File: config.mk
export PLATFORM = sky130hd
export DESIGN_NAME = rxfcs_verdict
export DESIGN_NICKNAME = d
export VERILOG_FILES = /design/src/rtl/rxfcs_pkg.sv /design/src/rtl/rxfcs_verdict.sv
export SDC_FILE = /design/constraint.sdc
export NUM_CORES = 1
export LEC_CHECK = 0
export ABC_CLOCK_PERIOD_IN_PS = 1450
export BUFFER_PORTS_ARGS = -buffer_cell sky130_fd_sc_hd__buf_2
export CAP_MARGIN = 15
export CORE_AREA = 2 2 39 41
export DETAILED_ROUTE_END_ITERATION = 8
export DIE_AREA = 0 0 41 43
export PLACE_DENSITY = 0.35
export SYNTH_ARGS = -nofsm -noshare
export SYNTH_HDL_FRONTEND = slang
export SYNTH_SLANG_ARGS = --single-unit
File: constraint.sdc
create_clock -name vclk -period 1.45
set_input_delay 0.29 -clock vclk [all_inputs]
set_output_delay 0.29 -clock vclk [all_outputs]
set_load 0.01 [all_outputs]
File: src/rtl/rxfcs_pkg.sv
package rxfcs_pkg;

    localparam logic [15:0] CRC_POLY_REFL = 16'h8408;

    typedef enum logic [1:0] {
        RXM_PLAIN   = 2'd0,
        RXM_AUTOACK = 2'd1,
        RXM_ACKWAIT = 2'd2,
        RXM_SPARE   = 2'd3
    } rx_mode_e;

endpackage

File: src/rtl/rxfcs_verdict.sv
module rxfcs_verdict
    import rxfcs_pkg::*;
(
    input  logic     fin_i,
    input  rx_mode_e mode_i,
    input  logic     len_ok_i,
    input  logic     crc_zero_i,
    input  logic     seq_match_i,
    output logic     irq_o,
    output logic     upd_o,
    output logic     val_o,
    output logic     ack_ok_o,
    output logic     ack_bad_o
);
    logic good;
    assign good = len_ok_i & crc_zero_i;

    always_comb begin
        irq_o     = 1'b0;
        upd_o     = 1'b0;
        val_o     = 1'b0;
        ack_ok_o  = 1'b0;
        ack_bad_o = 1'b0;
        unique case (mode_i)
            RXM_AUTOACK: begin
                irq_o = fin_i & good;
                upd_o = fin_i & good;
                val_o = 1'b1;
            end
            RXM_ACKWAIT: begin
                ack_ok_o  = fin_i & good & seq_match_i;
                ack_bad_o = fin_i & ~(good & seq_match_i);
            end
            default: begin
                irq_o = fin_i;
                upd_o = fin_i;
                val_o = good;
            end
        endcase
    end
endmodule

==> After elaboration in Yosys (flattened, before gate mapping) <==
Index checks and enable logic that the tools add are counted.
{ "word_totals": {"ff_bits": 0, "inputBits": 6, "output_inout_bits": 5, "word_cells": 12} }
{ "op_classes": {"n_eq_ne": 2, "mux": 4, "bitwise": 6} }
{ "op_table": {"columns": ["op", "n"], "rows": [
  ["AND 1 bit", 5],
  ["one-hot mux 1 bit (2 select lines)", 2],
  ["equality test 2 x 1 -> 1 bit, second input constant", 1],
  ["equality test 2 bit, second input constant", 1],
  ["two-way mux 1 bit", 2],
  ["inverter 1 bit", 1]
]} }

==> Logic depth before layout (Yosys ltp) <==
{ "depth": {"ltp_word": 5, "ltp_mapped": 5} }

==> Least setup slack after synthesis <==
Ideal clock, no wire load.
{ "synth_timing": {"path_type": "input -> output", "startpoint": "input mode_i[0]", "endpoint": "output upd_o", "t_arrival_ps": 1039, "t_required_ps": 1160, "path_slack_ps": 121, "path_stages": 5, "n_path_buf": 1, "path_cell_list": "inv_1 > ha_1 > a31oi_1 > nor2b_1 > buf_4"} }
{ "synth_via": {"elab_chain_len": 2} }
{ "synth_lines": {"columns": ["element", "line_no", "source"], "rows": [
  ["start: declaration", "rxfcs_verdict.sv:5", "input rx_mode_e mode_i,"],
  ["equality test 2 bit or equality test 2 x 1 -> 1 bit (tied branches)", null, null],
  ["one-hot mux 1 bit (2 select lines) *", null, null],
  ["end: declaration", "rxfcs_verdict.sv:10", "output logic upd_o,"]
]} }
Mark *: on every way between the ends. The rest lies on a longest branch, timed or not.

==> Final worst setup path <==
{ "layout_timing": {"startpoint": "input mode_i[0]", "endpoint": "output irq_o"} }
{ "layout_via": {"elab_chain_len": 2} }
{ "layout_lines": {"columns": ["element", "line_no", "source"], "rows": [
  ["equality test 2 bit or equality test 2 x 1 -> 1 bit (tied branches)", "rxfcs_verdict.sv:24", "unique case (mode_i)"],
  ["one-hot mux 1 bit (2 select lines) *", "rxfcs_verdict.sv:24", null],
  ["end: declaration", "rxfcs_verdict.sv:9", "output logic irq_o,"]
]} }
Marks and branches as above.

==> results.json <==
{
  "status": "finished clean",
  "setup_violations": 0,
  "yosys_warnings": 0,
  "mostFrequentLayoutCells": "11 x buf_2, 3 x inv_1, 2 x nand3_1",
  "maxCapViolations": 0,
  "final_max_slew_viol_count": 0,
  "yosysTopAreaCell": "ha_1",
  "first_pass_iters": 2,
  "grt_max_degree": 4,
  "grt_pass1_wl_um": 365,
  "n_fill_cell": 163,
  "grt_most_used_layer": "met2",
  "dp_slack_ns": 0.07100,
  "finalCritPeriodShare_pct": 92.61,
  "hold_viol_final": 0,
  "fin_nets": 34,
  "gp_congestion": 0.5294,
  "wl_um": 255,
  "whs_endpoint": "val_o",
  "cpMostUsedCell": "buf_2",
  "syn_area_um2": 92.59,
  "synthTopCellsByArea": "ha_1 27%, nor2b_4 15%, inv_1 12%",
  "tightest_slew_ns": 0.1418,
  "min_period_ns": 1.343,
  "postCtsHoldBufs": 0,
  "placedInstanceArea_um2": 160.2,
  "grt_pass1_vias": 98,
  "die_x_um": 41,
  "critPathTopFamily": "buffers and inverters",
  "worst_ep_arrival_time_ns": 1.05,
  "num_antenna_cells": 0,
  "antenna_found_initial": 0,
  "finalWorstSetupSlack_ns": 0.1071,
  "hpwl_um": 231.7,
  "drive_above_1_share_pct": 54.17,
  "rsz0062_at_grt": "no",
  "use_met2_pct": 5.000,
  "crit_type": "in2out",
  "die-area_um2": 1763,
  "netlist_instances": 14,
  "multiInputGateArea_um2": 86.33,
  "design_area_um2": 172.7,
  "ff_latch_area_um2": 0,
  "rows": 14,
  "seq_area_frac_synth_pct": 0,
  "grt_overflow": 0,
  "use_met1_pct": 3.165,
  "whs_ns": 0.9253,
  "ir_worst_vdd_uv": 34.67,
  "clockBufferCount": 0,
  "synth_common_cells": "3 x inv_1, 2 x ha_1, 2 x nand3_1",
  "cp.buffers_inverters": 3,
  "antenna_left": 0,
  "cp.required_ns": 1.16,
  "power_mw": 0.04364,
  "fmax_mhz": 744.7,
  "worstSetupEndpointType": "output pin",
  "grt_usage_pct": 2.797,
  "p_leak_nw": 0.09768,
  "hold_path.startpoint": "crc_zero_i",
  "nFlopsAndLatches": 0,
  "io_buffers": 11,
  "routed-via-count": 121,
  "pwr_density_cell_nw_per_um2": 252.8,
  "syn-num-nets": 22,
  "synth_cell_types": 10,
  "final_common_cell": "buf_2",
  "hold_path.class": "in2out",
  "initial_core_util_pct": 6.691,
  "setup_tns_ns": 0,
  "die_h_um": 43,
  "area_delta_synth_final_pct": 86.49,
  "viasPerCell": 3.025,
  "critPathSlowestCell": "ha_4",
  "wire_per_inst_um": 6.375,
  "cp_cell_sequence": "buf_2, inv_1, ha_4, a31oi_1, nor2b_1, buf_2",
  "synth_most_common_cell": "inv_1",
  "startpoint_type": "input port",
  "met3_usage_pct": 1.047,
  "path_max_fanout": 3,
  "hold_depth": 4,
  "critPathMaxStageDelay_ns": 0.21,
  "syn_area_per_cell_um2": 6.614,
  "max_slew_margin_pct": 90.50,
  "core_um2": 1384,
  "ios": 11,
  "drt_iter0_drc": 1,
  "yosysTopAreaCellShare_pct": 27.03,
  "drc": 0
}
## metal layers
| metal | wire, µm | share of wire, % |
|---|---|---|
| met1 | 122 | 48 |
| met2 | 87 | 34 |
| met3 | 45 | 18 |
| met4 | 0 | 0 |
| met5 | 0 | 0 |
## what timing repair did
action,CTS,global route
resized for setup,0,1
setup endpoints to repair,0,2
buffers inserted,0,0
## through the flow
step / cells / util (%)
after CTS: 40 / 11.57
after global routing: 40 / 12.48
after floorplan: 14 / -
final: 40 / 12.48
after detailed placement: 40 / 11.57
after global placement: 40 / 11.57
## layout make-up
| class | count | area share (%) |
|---|---|---|
| multi-input cells | 10 | 50.00 |
| repair buffers | 11 | 31.88 |
| inverters | 3 | 6.522 |
| well taps | 16 | 11.59 |
## power breakdown
part	internal (mW)	leakage, nW	switching, mW
combinational	0.0219	0.0977	0.0217
sequential	0	0	0
clock	0	0	0
## tightest hold or removal path: stages
cell	delay, ns
buf_2	0.10
nand3_1	0.06
o21ai_0	0.07
buf_2	0.13
## worst max-delay path by stage
stage | from | to | slack [ns] | cells after the start
finish | mode_i[0] | irq_o | 0.11 | 6
global route | mode_i[0] | irq_o | 0.04 | 6
CTS | mode_i[0] | irq_o | 0.06 | 6
detailed placement | mode_i[0] | irq_o | 0.07 | 6
global placement | mode_i[0] | irq_o | 0.06 | 6
floorplan | mode_i[0] | upd_o | 0.12 | 5
## cells by family after synthesis
group | share of synthesized area (%)
AND/OR/NAND/NOR | 40.53
buffers and inverters | 20.27
adder cells (fa/ha/maj) | 27.02
AO/OA/AOI/OAI | 12.16
(Power assumes the default switching activity.)
